$ cat src/rtl/tod_pkg.sv
`timescale 1ns/1ps
package tod_pkg;
  localparam int SEC_W    = 48;
  localparam int SEC_LO_W = 32;
  localparam int SEC_HI_W = SEC_W - SEC_LO_W;
  localparam int NS_W     = 30;
  localparam int ACC_W    = NS_W + 11;

  localparam logic signed [31:0] NS_PER_SEC_S = 32'sd1000000000;
  localparam logic signed [31:0] NEG_WIN_S    = 32'sd16;

  typedef enum logic [1:0] {
    ACT_IDLE  = 2'd0,
    ACT_SAVE  = 2'd1,
    ACT_LOAD  = 2'd2,
    ACT_DELTA = 2'd3
  } tod_action_e;

  typedef struct packed {
    logic [SEC_W-1:0] sec;
    logic [NS_W-1:0]  ns;
  } tod_t;

  // Interpret a stored nanoseconds field, honouring the negative window.
  function automatic logic signed [31:0] ns_as_signed(logic [NS_W-1:0] ns);
    if (&ns[NS_W-1:4]) return {{28{1'b1}}, ns[3:0]};
    else               return {{(32-NS_W){1'b0}}, ns};
  endfunction

  // Add a signed nanosecond amount and renormalise.
  function automatic tod_t tod_step(tod_t cur, logic signed [31:0] add);
    logic signed [31:0] s;
    tod_t r;
    s = ns_as_signed(cur.ns) + add;
    r = cur;
    if (s >= NS_PER_SEC_S) begin
      r.ns  = NS_W'(s - NS_PER_SEC_S);
      r.sec = cur.sec + 1'b1;
    end else if (s >= -NEG_WIN_S) begin
      r.ns  = NS_W'(s);
    end else begin
      r.ns  = NS_W'(s + NS_PER_SEC_S);
      r.sec = cur.sec - 1'b1;
    end
    return r;
  endfunction

  function automatic logic [ACC_W-1:0] trim_ps(logic [NS_W-1:0] v, logic unit_ns);
    if (unit_ns) return ACC_W'(v) * ACC_W'(1000);
    else         return ACC_W'(v);
  endfunction
endpackage

$ cat src/rtl/tod_trim.sv
`timescale 1ns/1ps
module tod_trim
  import tod_pkg::*;
#(
  parameter int CLK_PS = 5000
) (
  input  logic            clk,
  input  logic            rst_n,
  input  logic            wr_i,
  input  logic [NS_W-1:0] interval_i,
  input  logic            unit_ns_i,
  input  logic            dir_i,
  input  logic            en_i,
  output logic            fire_o,
  output logic            dir_o
);
  localparam logic [ACC_W-1:0] STEP_PS = ACC_W'(CLK_PS);

  logic             en_q;
  logic             dir_q;
  logic [ACC_W-1:0] intv_ps_q;
  logic [ACC_W-1:0] acc_q;
  logic [ACC_W-1:0] sum;
  logic [ACC_W-1:0] rem;

  assign sum    = acc_q + STEP_PS;
  assign rem    = sum - intv_ps_q;
  assign fire_o = en_q && (intv_ps_q != '0) && (sum >= intv_ps_q);
  assign dir_o  = dir_q;

  always_ff @(posedge clk) begin
    if (!rst_n) begin
      en_q      <= 1'b0;
      dir_q     <= 1'b0;
      intv_ps_q <= '0;
      acc_q     <= '0;
    end else if (wr_i) begin
      en_q      <= en_i;
      dir_q     <= dir_i;
      intv_ps_q <= trim_ps(interval_i, unit_ns_i);
      acc_q     <= '0;
    end else if (!en_q) begin
      acc_q <= '0;
    end else if (fire_o) begin
      acc_q <= (rem >= intv_ps_q) ? '0 : rem;
    end else begin
      acc_q <= sum;
    end
  end

  AST_TRIM_OFF: assert property (@(posedge clk) disable iff (!rst_n)
    !en_q |-> !fire_o) else $error("trim fired while disabled");
  AST_ACC_BELOW_INTERVAL: assert property (@(posedge clk) disable iff (!rst_n)
    (en_q && intv_ps_q >= STEP_PS) |-> (acc_q < intv_ps_q))
    else $error("trim accumulator beyond interval");
endmodule

$ cat src/rtl/tod_shadow.sv
`timescale 1ns/1ps
module tod_shadow
  import tod_pkg::*;
(
  input  logic clk,
  input  logic rst_n,
  input  logic save_i,
  input  tod_t live_i,
  input  logic wr_i,
  input  tod_t wr_val_i,
  output tod_t shd_o
);
  tod_t shd_q;
  assign shd_o = shd_q;

  always_ff @(posedge clk) begin
    if (!rst_n)      shd_q <= '0;
    else if (save_i) shd_q <= live_i;
    else if (wr_i)   shd_q <= wr_val_i;
  end

  AST_SAVE_ATOMIC: assert property (@(posedge clk) disable iff (!rst_n)
    save_i |=> (shd_q == $past(live_i))) else $error("capture torn");
  AST_WRITE_TAKES: assert property (@(posedge clk) disable iff (!rst_n)
    (wr_i && !save_i) |=> (shd_q == $past(wr_val_i))) else $error("write lost");
  AST_IDLE_STABLE: assert property (@(posedge clk) disable iff (!rst_n)
    (!wr_i && !save_i) |=> $stable(shd_q)) else $error("shadow changed");
endmodule

$ cat src/rtl/tod_counter.sv
`timescale 1ns/1ps
module tod_counter
  import tod_pkg::*;
#(
  parameter int NS_INC = 5
) (
  input  logic            clk,
  input  logic            rst_n,
  input  logic            load_i,
  input  tod_t            load_val_i,
  input  logic            delta_i,
  input  logic [NS_W-1:0] delta_ns_i,
  input  logic            trim_fire_i,
  input  logic            trim_dir_i,
  output tod_t            tod_o
);
  tod_t               tod_q;
  logic signed [31:0] add;

  always_comb begin
    add = 32'(NS_INC);
    if (trim_fire_i) add = add + (trim_dir_i ? -32'sd1 : 32'sd1);
    if (delta_i)     add = add + {{(32-NS_W){delta_ns_i[NS_W-1]}}, delta_ns_i};
  end

  always_ff @(posedge clk) begin
    if (!rst_n)      tod_q <= '0;
    else if (load_i) tod_q <= load_val_i;
    else             tod_q <= tod_step(tod_q, add);
  end

  assign tod_o = tod_q;

  AST_NS_LEGAL: assert property (@(posedge clk) disable iff (!rst_n)
    (tod_q.ns < NS_W'(1000000000)) || (&tod_q.ns[NS_W-1:4]))
    else $error("nanoseconds out of range");
  AST_LOAD_EXACT: assert property (@(posedge clk) disable iff (!rst_n)
    load_i |=> (tod_q == $past(load_val_i))) else $error("load mismatch");
  AST_TICK_SEC: assert property (@(posedge clk) disable iff (!rst_n)
    (!load_i && !delta_i) |=> (tod_q.sec == $past(tod_q.sec) ||
                               tod_q.sec == $past(tod_q.sec) + 1'b1))
    else $error("seconds jumped on tick");
  AST_DELTA_SEC: assert property (@(posedge clk) disable iff (!rst_n)
    (delta_i && !load_i) |=> (tod_q.sec == $past(tod_q.sec) ||
                              tod_q.sec == $past(tod_q.sec) + 1'b1 ||
                              tod_q.sec == $past(tod_q.sec) - 1'b1))
    else $error("delta moved seconds too far");
  AST_WINDOW_KEEPS_SEC: assert property (@(posedge clk) disable iff (!rst_n)
    (!load_i && !delta_i) |=> (!(&tod_q.ns[NS_W-1:4]) || tod_q.sec == $past(tod_q.sec)))
    else $error("window changed seconds");
endmodule

$ cat src/rtl/ptp_tod_core.sv
`timescale 1ns/1ps
module ptp_tod_core
  import tod_pkg::*;
#(
  parameter int NS_INC = 5,
  parameter int CLK_PS = 5000
) (
  input  logic                clk,
  input  logic                rst_n,
  input  logic                cmd_valid,
  input  logic [1:0]          cmd_action,
  input  logic                shd_wr,
  input  logic [SEC_LO_W-1:0] shd_wr_sec_lo,
  input  logic [SEC_HI_W-1:0] shd_wr_sec_hi,
  input  logic [NS_W-1:0]     shd_wr_ns,
  input  logic                trim_wr,
  input  logic [NS_W-1:0]     trim_interval,
  input  logic                trim_unit_ns,
  input  logic                trim_dir,
  input  logic                trim_en,
  output logic [SEC_LO_W-1:0] tod_sec_lo,
  output logic [SEC_HI_W-1:0] tod_sec_hi,
  output logic [NS_W-1:0]     tod_ns,
  output logic [SEC_LO_W-1:0] shd_sec_lo,
  output logic [SEC_HI_W-1:0] shd_sec_hi,
  output logic [NS_W-1:0]     shd_ns
);
  tod_action_e act;
  logic        do_save, do_load, do_delta;
  logic        trim_fire, trim_dir_q;
  tod_t        live, shadow, wr_val;

  assign act      = tod_action_e'(cmd_action);
  assign do_save  = cmd_valid && (act == ACT_SAVE);
  assign do_load  = cmd_valid && (act == ACT_LOAD);
  assign do_delta = cmd_valid && (act == ACT_DELTA);
  assign wr_val   = '{sec: {shd_wr_sec_hi, shd_wr_sec_lo}, ns: shd_wr_ns};

  tod_trim #(.CLK_PS(CLK_PS)) u_trim (
    .clk(clk), .rst_n(rst_n), .wr_i(trim_wr), .interval_i(trim_interval),
    .unit_ns_i(trim_unit_ns), .dir_i(trim_dir), .en_i(trim_en),
    .fire_o(trim_fire), .dir_o(trim_dir_q)
  );

  tod_shadow u_shadow (
    .clk(clk), .rst_n(rst_n), .save_i(do_save), .live_i(live),
    .wr_i(shd_wr), .wr_val_i(wr_val), .shd_o(shadow)
  );

  tod_counter #(.NS_INC(NS_INC)) u_counter (
    .clk(clk), .rst_n(rst_n), .load_i(do_load), .load_val_i(shadow),
    .delta_i(do_delta), .delta_ns_i(shadow.ns), .trim_fire_i(trim_fire),
    .trim_dir_i(trim_dir_q), .tod_o(live)
  );

  assign tod_sec_lo = live.sec[SEC_LO_W-1:0];
  assign tod_sec_hi = live.sec[SEC_W-1:SEC_LO_W];
  assign tod_ns     = live.ns;
  assign shd_sec_lo = shadow.sec[SEC_LO_W-1:0];
  assign shd_sec_hi = shadow.sec[SEC_W-1:SEC_LO_W];
  assign shd_ns     = shadow.ns;
endmodule

$ cat config.mk
export PLATFORM = sky130hd
export DESIGN_NAME = ptp_tod_core
export DESIGN_NICKNAME = d
export VERILOG_FILES = /design/src/rtl/tod_pkg.sv /design/src/rtl/tod_trim.sv /design/src/rtl/tod_shadow.sv /design/src/rtl/tod_counter.sv /design/src/rtl/ptp_tod_core.sv
export SDC_FILE = /design/constraint.sdc
export NUM_CORES = 1
export LEC_CHECK = 0
export BUFFER_PORTS_ARGS = -buffer_cell sky130_fd_sc_hd__buf_4
export CAP_MARGIN = 25
export CELL_PAD_IN_SITES_DETAIL_PLACEMENT = 1
export CELL_PAD_IN_SITES_GLOBAL_PLACEMENT = 1
export CORE_AREA = 4 4 204 285
export DETAILED_ROUTE_END_ITERATION = 6
export DIE_AREA = 0 0 208 289
export GPL_TIMING_DRIVEN = 1
export PLACE_DENSITY_LB_ADDON = 0.1
export RECOVER_POWER = 25
export SLEW_MARGIN = 20
export SYNTH_ARGS = -nofsm -noshare
export SYNTH_HDL_FRONTEND = slang
export SYNTH_HIERARCHICAL = 1
export SYNTH_SLANG_ARGS = --single-unit
export TNS_END_PERCENT = 20
$ cat constraint.sdc
create_clock -name clk -period 26.8 [get_ports clk]
set_input_delay 5.36 -clock clk [delete_from_list [all_inputs] [get_ports clk]]
set_output_delay 5.36 -clock clk [all_outputs]
set_load 0.05 [all_outputs]
# [After elaboration in Yosys (flattened, before gate mapping)]
# Cells that the tools add are included.
[totals] reg_bits=240 input_bits=118 output_inout_bits=156 word_cells=52
[op_classes] addsub=9 multipliers=1 n_lt_le_gt_ge=4 n_eq_ne=4 muxes=15 bitwise_logic=2 n_reduce_logical=9
[op_table] op="78-bit two-way mux" count=4
[op_table] op="32-bit two-way mux" count=6
[op_table] op="41-bit >= comparator" count=2
[op_table] op="41-bit two-way mux" count=2
[op_table] op="32-bit adder" count=2
[op_table] op="48-bit by 1-bit adder with 48-bit output (second input constant)" count=1
[op_table] op="48-bit two-way mux" count=1
[op_table] op="48-bit by 1-bit subtractor with 48-bit output (second input constant)" count=1
[op_table] op="41-bit by 13-bit adder with 41-bit output (second input constant)" count=1
[op_table] op="41-bit nonzero test" count=1
[op_table] op="41-bit subtractor" count=1
[op_table] op="40-bit two-way mux" count=1
[op_table] op="30-bit by 7-bit multiplier with 37-bit output (second input constant)" count=1
[op_table] op="4-bit by 32-bit adder with 32-bit output (first input constant)" count=1
[op_table] op="32-bit by 31-bit >= comparator with 1-bit output (second input constant)" count=1
[op_table] op="32-bit by 5-bit >= comparator with 1-bit output (second input constant)" count=1
[op_table] op="30-bit by 28-bit adder with 30-bit output (second input constant)" count=1
[op_table] op="30-bit two-way mux" count=1
[op_table] op="30-bit by 28-bit subtractor with 30-bit output (second input constant)" count=1
[op_table] op="26-bit AND reduction" count=1
[op_table] op="1-bit logical AND" count=5
[op_table] op="2-bit equality test (second input constant)" count=2
[op_table] op="3-bit by 2-bit inequality test with 1-bit output (second input constant)" count=1
[op_table] op="3-bit OR reduction" count=1
[op_table] op="3 further kinds" count=4

# [Longest topological paths before layout]
# Gate-level depths: netlist (run 1).
[depth] depth_word=11 ltp_mapped=55 ltp_nobuf=52

# [By module]
# The synthesis (run 1) kept the hierarchy.
[by_module_without_submodules] module="tod_trim" n_inst=1 cells_per_inst=1275 area_per_inst_um2=11451.0 seq_area_each_um2=1661.6
[by_module_without_submodules] module="tod_counter" n_inst=1 cells_per_inst=1305 area_per_inst_um2=9352.7 seq_area_each_um2=1561.5
[by_module_without_submodules] module="tod_shadow" n_inst=1 cells_per_inst=347 area_per_inst_um2=3960.0 seq_area_each_um2=1561.5
[by_module_without_submodules] module="ptp_tod_core" n_inst=1 cells_per_inst=3 area_per_inst_um2=25.0 seq_area_each_um2=0.0

# [Worst setup path before layout (run 1)]
# No wires, ideal clock.
[synth_path] path_type="input to register" from="input port cmd_valid" to="register u_counter.tod_q, in the netlist u_counter/tod_o[71]" setup_time_ns=0.136 arrival_time_ns=12.055 t_required_ns=26.664 path_slack_ns=14.609 path_stages=28 n_path_buf=1 path_cell_list="and3_2 clkbuf_1 o21ai_0 ha_1 fa_1 a21o_1 a221o_1 a21o_1 a311o_1 a2111oi_1 nor4_2 nor2_1 o31a_1 nor3_4 inv_2 ha_1 a211oi_1 o211ai_1 a41oi_1 o211ai_1 a31o_2 o311ai_0 nand3_1 a31oi_1 o21ai_0 xor2_1 nand2_1 a31oi_1"
[synth_via] elab_chain_len=6 elab_cells_between_ends=9 cone_classes="add/sub (1); order compare (2); eq/ne (1); mux (3); reduce/logical (2)"
[synth_rtl] item="start: declaration" line="ptp_tod_core.sv:10" rtl="input logic cmd_valid,"
[synth_rtl] item="1-bit logical AND" line="ptp_tod_core.sv:36" rtl="assign do_delta = cmd_valid && (act == ACT_DELTA);"
[synth_rtl] item="32-bit two-way mux" line="tod_counter.sv:23" rtl="if (delta_i) add = add + {{(32-NS_W){delta_ns_i[NS_W-1]}}, delta_ns_i};"
[synth_rtl] item="32-bit adder" line="tod_pkg.sv:34" rtl="s = ns_as_signed(cur.ns) + add;"
[synth_rtl] item="32-bit by 31-bit >= comparator with 1-bit output" line="tod_pkg.sv:36" rtl="if (s >= NS_PER_SEC_S) begin"
[synth_rtl] item="78-bit two-way mux" line="tod_pkg.sv:36"
[synth_rtl] item="78-bit two-way mux" line="tod_counter.sv:28" rtl="else if (load_i) tod_q <= load_val_i;"
[synth_rtl] item="end signal: assignment" line="tod_counter.sv:28"
[synth_rtl] item="end signal: assignment" line="tod_counter.sv:29" rtl="else tod_q <= tod_step(tod_q, add);"
[synth_rtl] item="end: declaration" line="tod_counter.sv:17" rtl="tod_t tod_q;"
# Several ways; a longest one is shown, not always the timed one.
# A chain may end at the register's enable or synchronous reset.

# [Worst setup path after layout (run 1)]
[layout_path] from="input port cmd_valid" to="register u_counter.tod_q, in the netlist u_counter/tod_o[69]"
[layout_via] elab_chain_len=6 elab_cells_between_ends=9 cone_classes="add/sub (1); order compare (2); eq/ne (1); mux (3); reduce/logical (2)"
[layout_rtl] item="1-bit logical AND *" line="ptp_tod_core.sv:36"
[layout_rtl] item="named net do_delta" line="ptp_tod_core.sv:29" rtl="logic do_save, do_load, do_delta;"
[layout_rtl] item="32-bit two-way mux *" line="tod_counter.sv:23"
[layout_rtl] item="32-bit adder *" line="tod_pkg.sv:34"
[layout_rtl] item="32-bit by 31-bit >= comparator with 1-bit output" line="tod_pkg.sv:36"
[layout_rtl] item="78-bit two-way mux" line="tod_pkg.sv:36"
[layout_rtl] item="78-bit two-way mux" line="tod_counter.sv:28"
# The timed path passes the listed nets; every way through them passes the cells marked *.

==> results.md, run 1 <==
* Worst-Margin Slew at 3.72 ns
* Syn Nets at 3404
* Fin crit share at 0.521
* H-tree levels at 1
* Initial DRC Count at 1264
* Delay-heaviest family, CP: compound AO/OA/AOI/OAI gates
* Vias per inst at 6.08
* Async SR Flop Fraction at 0
* Critical path buffer and inverter count at 2
* Fill count at 6671
* Outcome: finished with violations
* Clock root cell: clkbuf_16
* GRT overflow at 0
* CTS tree: built
* Nets at around 3600
* GRT Overall Usage at 0.292
* Initial antenna violation count at 1
* CTS Buffer Depth at 3
* Fin. max-slew vios at 166
* Register bit total from synthesis at 239
* Gpl congestion at 0.924
* Maximum clock rate at 71.6 MHz
* Yosys top cell by area: dfxtp_1
* Max stage delay cell, worst path: and3_1
* Combinational Power Share at 0.594
* First-pass GRT wire length at about 140 mm
* Static leakage at 12.5 nW
* Pint at 1.13 mW
* Final hold vios at 0
* Mux contribution to synthesized area at 0.0544
* Hold path depth at 2
* Area of the multi-input gates at about 0.019 mm2
* Synth top area share at 0.193
* DP Area at between 0.02 and 0.03 mm2
* Share of layout cells above drive strength 1 at 0.135
* Reg2Reg Setup Slack at 12.89 ns
* PD cells at 75.2 mW/mm2
* Failing checks: max-capacitance violations, max-slew violations
* Port Buffers at 273
* CP Launch Type: primary input
* Max cap viols at 2
* EDFF count, synth at 0
* Final WS setup at roughly 13 ns
* RSZ-0062 raised after global routing: false
* Core ar. at 0.0554 mm2
* Initial Util at 0.448
* Synth Area in Compound Gates at 0.237
* Rows at 102
* Crit path top cell by count: o21ai_0
* Synth Area in Adders at 0.214
* CTS resizes at 0
* Endpoints failing setup at 0
* Clock skew at roughly 0.015 ns
* Io pins at around 270
* Largest net degree at the start of global routing at between 90 and 100
* Clock Latency Late Sink at 0.59 ns
* Clk pwr share at 0.196
* CP Class: primary input to flip-flop
* Primary FF master, synth: dfxtp_1
* Vias at 23368
* Max rail drop VDD at 0.0460 mV
* Post CTS Setup Buffer Count at 0
* Final Critical Period at around 14 ns
* CTS Hold Buffers Added at 0
* Pre-CTS setup slack at roughly 13 ns
* Vias in the first global route at 25336
* Drt drc at 0
* Die width at 208 um
* Synth warn at 6
* Top cells by area, synth: dfxtp_1, ha_1, fa_1
* Post-synthesis simple-gate area fraction at 0.187
* Core Util, Final at 0.504
* Drt first pass iters at 7
* Final Power at 2.10 mW
* Layout area overhead at 12.7%
* WP depth at 28
* Post-Layout Inst Area at 0.0279 mm2
* Setup TNS at 0 ns
* Post-synthesis xor/xnor area fraction at 0.0706
* Hold Crit Class: flip-flop to flip-flop
* Die area at 0.0601 mm2
* Worst setup EP type: flip-flop
* Post-Syn Area at 0.0248 mm2
* CTS Buf Count at 28
* Routed wire length at roughly 91 mm
* WL/cell at roughly 24 um
* Sequential group share of total power at 0.210
* Seq/Total Area, Yosys at 0.193
* Sw frac at 0.461
* Crit path DAT at 14.47 ns
* Worst slew margin at -1.48
* Dpl cells at 3794
* Instance count of the mapped netlist at 2930
* Max incr delay on CP at 0.83 ns
* Main combinational cell family by area after synthesis: compound AO/OA/AOI/OAI gates
* Worst Reg2Reg Path Length in Cells at 49
* Critical path peak fanout at 52
* Hold slack at 0.494 ns
* Final HPWL DP at 71.9 mm
* Avg Inst Size Synth at 8.46 um2
* CP Data Required Time at 27.29 ns
* Distinct cells, synth at about 100
* Register area at 0.00478 mm2
* Psw at roughly 0.97 mW
* DRT antenna net count at 0
* Die Span Y at between 200 and 300 um
* Clock-pin slew on the worst setup and hold paths at 0.06 ns
* Clock sinks at 239
* Post-Layout Cell Count at 3846
cells in the mapped netlist, drive strengths merged (93+ instances only):
library cell	n
clkbuf	111
a21oi	175
nand2	253
nand2b	98
ha	242
dfxtp	239
nor2	185
xnor2	118
fa	114
inv	106
o211a	93
o21ai	176
layout by cell type, fill, tap and decap left out, types with 62 or more instances in the layout:
cell type / count
nand2_1: 253
ha_1: 242
dfxtp_1: 239
buf_4: 230
nor2_1: 183
a21oi_1: 174
o21ai_0: 162
xnor2_1: 117
fa_1: 114
inv_1: 102
nand2b_1: 98
o211a_1: 93
xor2_1: 79
a21o_1: 78
nand3_1: 74
clkbuf_1: 67
a31oi_1: 64
mux2_2: 62
worst paths after layout:
kind,start,end
max,cmd_valid,u_counter/tod_o[69]$_SDFFE_PN0P_
min,u_shadow/shd_o[77]$_SDFFE_PN0P_,u_counter/tod_o[77]$_SDFFE_PN0P_
max reg2reg,u_trim/acc_q[3]$_SDFF_PP0_,u_counter/tod_o[69]$_SDFFE_PN0P_
min reg2reg,u_shadow/shd_o[77]$_SDFFE_PN0P_,u_counter/tod_o[77]$_SDFFE_PN0P_
area by class of cell:
cell class,count,area share
multi-input combinational,2429,0.677
clock buffer,37,0.0274
antenna,1,0.0000896
timing repair buffer,292,0.0702
tap,728,0.0326
sequential,239,0.171
inverter,106,0.0143
clock inverter,14,0.00730
logic make-up (layout without fill, tap and decap cells):
| logic type | after synthesis | after routing |
|---|---|---|
| DFF | 239 | 239 |
| muxes | 117 | 117 |
| adders and majority gates | 356 | 356 |
| other | 0 | 1 |
| and+or+nand+nor | 918 | 918 |
| AOI/OAI and AO/OA | 840 | 840 |
| xor gates and xnor gates | 198 | 198 |
| buffers and inverters | 262 | 449 |
metal layers:
layer  part of all wire  vias up  GRT usage
met1               0.39    11685      0.326
met5                  0        -          0
met3              0.034      168     0.0310
met2               0.53      520      0.565
met4              0.044        0      0.114
li1                   -    10995          -
state kept, by name (all words and copies together) (netlist names):
name	flops
u_counter/tod_o	78
u_trim/en_q	1
u_shadow/shd_o	78
u_trim/dir_o	1
u_trim/intv_ps_q	40
u_trim/acc_q	41
worst min-delay path, delay by kind of cell, from the launching register on:
family,cells,cell delay (ns)
flip-flops,1,0.33
AND/OR/NAND/NOR,1,0.06
AO/OA/AOI/OAI,1,0.05
power groups by stage:
| stage | logic [mW] | clock network (mW) | registers, mW |
|---|---|---|---|
| after global routing | 1.38 | 0.435 | 0.445 |
| final | 1.25 | 0.411 | 0.441 |
| after global placement | 1.20 | 0 | 0.449 |
| after detailed placement | 1.24 | 0 | 0.449 |
| after CTS | 1.25 | 0.421 | 0.442 |
| after floorplan | 0.852 | 0 | 0.482 |
(Power assumes the default switching activity.)
==> inputs of run 2 (changes only) <==
--- a/config.mk
+++ b/config.mk
@@ -9,9 +9,9 @@
 export CAP_MARGIN = 25
 export CELL_PAD_IN_SITES_DETAIL_PLACEMENT = 1
 export CELL_PAD_IN_SITES_GLOBAL_PLACEMENT = 1
-export CORE_AREA = 4 4 204 285
+export CORE_AREA = 4 4 211 295
 export DETAILED_ROUTE_END_ITERATION = 6
-export DIE_AREA = 0 0 208 289
+export DIE_AREA = 0 0 215 299
 export GPL_TIMING_DRIVEN = 1
 export PLACE_DENSITY_LB_ADDON = 0.1
 export RECOVER_POWER = 25
==> constraint.sdc (replaced) <==
create_clock -name clk -period 12.8 [get_ports clk]
set_input_delay 2.56 -clock clk [delete_from_list [all_inputs] [get_ports clk]]
set_output_delay 2.56 -clock clk [all_outputs]
set_load 0.05 [all_outputs]
==> results.md, run 2 (synthesis gave the netlist of run 1 again) <==
* Outcome: finished with violations
* Failing checks: max-capacitance violations, max-slew violations
* Fin crit share at 0.945
* Static leakage at 12.7 nW
* Nets at roughly 3600
* Antenna cells at 0
* Die area at roughly 0.064 mm2
* WL/cell at 23.2 um
* Initial antenna violation count at 3
* Crit path to: u_counter/tod_o[74]$_SDFFE_PN0P_
* Clock skew at 0.0340 ns
* Clock sinks at 239
* Layout area overhead at 13.9%
* Port Buffers at between 200 and 300
* Fin. max-slew vios at 165
* CTS Buffer Depth at 3
* Max stage delay cell, worst path: fa_1
* CP Data Required Time at 13.28 ns
* Vias at between 20000 and 25000
* Most frequent cells in the layout: nand2_1, ha_1, dfxtp_1, buf_4, nor2_1
* Worst-Margin Slew at approximately 3.6 ns
* CP Class: flip-flop to flip-flop
* Reg2reg end: u_counter/tod_o[74]$_SDFFE_PN0P_
* Worst Reg2Reg Path Length in Cells at 50
* Drt first pass iters at 7
* Max layer used: met4
* Final Power at 4.41 mW
* Area of the multi-input gates at 0.0190 mm2
* CTS tree: built
* Routed wire length at 90.1 mm
* CTS Hold Buffers Added at 0
* Initial Util at 0.416
* Dpl cells at 3829
* Maximum clock rate at 82.7 MHz
* Die Span Y at 299 um
* Largest net degree at the start of global routing at 91
* Post-Layout Cell Count at 3885
* Max incr delay on CP at 0.43 ns
* Met1 WL at 33.7 mm
* Rows at about 110
* Max cap viols at 2
* Crit path top cell by count: ha_1
* CTS Buf Count at 29
* Final Critical Period at around 12 ns
* GRT overflow at 0
* Register area at 0.00478 mm2
* DRT antenna net count at 0
* Reg2Reg Setup Slack at 0.71 ns
* Fill count at 7109
* Hold slack at approximately 0.47 ns
* Initial DRC Count at 1019
* Share of layout cells above drive strength 1 at 0.146
* Worst slew margin at -1.38
* Worst setup EP type: flip-flop
* Clock-pin slew on the worst setup and hold paths at ~0.060 ns
* Clock Latency Late Sink at about 0.61 ns
* Critical R2R Launch: u_trim/acc_q[3]$_SDFF_PP0_
* PD cells at 156 mW/mm2
* Crit path DAT at 12.58 ns
* Vias in the first global route at roughly 25000
* Clock root cell: clkbuf_16
* CP startpoint: u_trim/acc_q[3]$_SDFF_PP0_
* Endpoints failing setup at 0
* Drt drc at 0
* Most common cell after layout, fill and taps aside: nand2_1
* Critical path peak fanout at 30
* Final hold vios at 0
* GRT Overall Usage at 0.269
* Max rail drop VDD at between 0.1 and 0.15 mV
* Vias per inst at around 6
* Final HPWL DP at 71.3 mm
* First-pass GRT wire length at 141 mm
* Gpl congestion at 0.948
* Hold Crit Class: flip-flop to flip-flop
* Core ar. at 0.0595 mm2
* Met2 WL post-DR at a little under 50 mm
* Die width at approximately 220 um
* CP Launch Type: flip-flop
* Routed wl met3 at around 3.1 mm
* Io pins at 274
* H-tree levels at 1
## run 2: routing by layer
metal	global-route usage	vias to the layer above
met3	0.0302	189
li1	-	11019
met2	0.527	482
met1	0.286	11597
met5	0	-
met4	0.122	0
## run 2: final cells by class
type                       instances  share of cell area
sequential                       239               0.169
multi-input combinational       2429               0.675
tap                              756              0.0335
inverter                         106              0.0142
clock inverter                    14             0.00638
clock buffer                      40              0.0293
timing repair buffer             301              0.0726
## run 2: metrics by stage
stage / utilization / worst slack, ns / TNS (ns) / cell area (um2)
2_1_floorplan: - / 1.45 / 0 / 24800
3_3_place_gp: 0.458 / 0.0946 / 0 / 27300
3_5_place_dp: 0.459 / -0.226 / -0.971 / 27300
4_1_cts: 0.476 / 0.0424 / 0 / 28300
5_1_grt: 0.474 / -0.0984 / -0.273 / 28200
6_report: 0.474 / 0.706 / 0 / 28200
## run 2: critical path, delay by kind of cell (launching register included)
kind,cells,cell delay (ns)
xor+xnor,4,0.65
buf+inv,5,0.74
flops,1,0.40
fa+ha+maj,6,2.06
compound gates,20,5.11
simple gates,15,2.96
## run 2: worst min path at each step
stage                                           start                                 to  slack [ns]  depth (start not counted)
finish                u_shadow/shd_o[77]$_SDFFE_PN0P_   u_counter/tod_o[77]$_SDFFE_PN0P_        0.47                          2
global route          u_shadow/shd_o[77]$_SDFFE_PN0P_   u_counter/tod_o[77]$_SDFFE_PN0P_        0.51                          2
CTS                   u_shadow/shd_o[77]$_SDFFE_PN0P_   u_counter/tod_o[77]$_SDFFE_PN0P_        0.48                          2
detailed placement    u_shadow/shd_o[77]$_SDFFE_PN0P_   u_counter/tod_o[77]$_SDFFE_PN0P_        0.47                          2
global placement         u_trim/acc_q[0]$_SDFFE_PP0P_       u_trim/acc_q[0]$_SDFFE_PP0P_        0.46                          2
floorplan           u_trim/intv_ps_q[31]$_SDFFE_PN0P_  u_trim/intv_ps_q[31]$_SDFFE_PN0P_        0.45                          2
## run 2: what timing repair did
action,4_1_cts,5_1_grt
setup endpoints to repair,8,20
pin swaps,0,2
resized for setup,2,28
setup buffers,0,2
## run 2: where the power goes
part / internal [mW] / switching [mW] / leakage [nW]
Clock: 0.516 / 0.371 / 0.491
Sequential: 0.818 / 0.0993 / 1.96
Combinational: 1.05 / 1.56 / 10.2
Total: 2.39 / 2.03 / 12.7
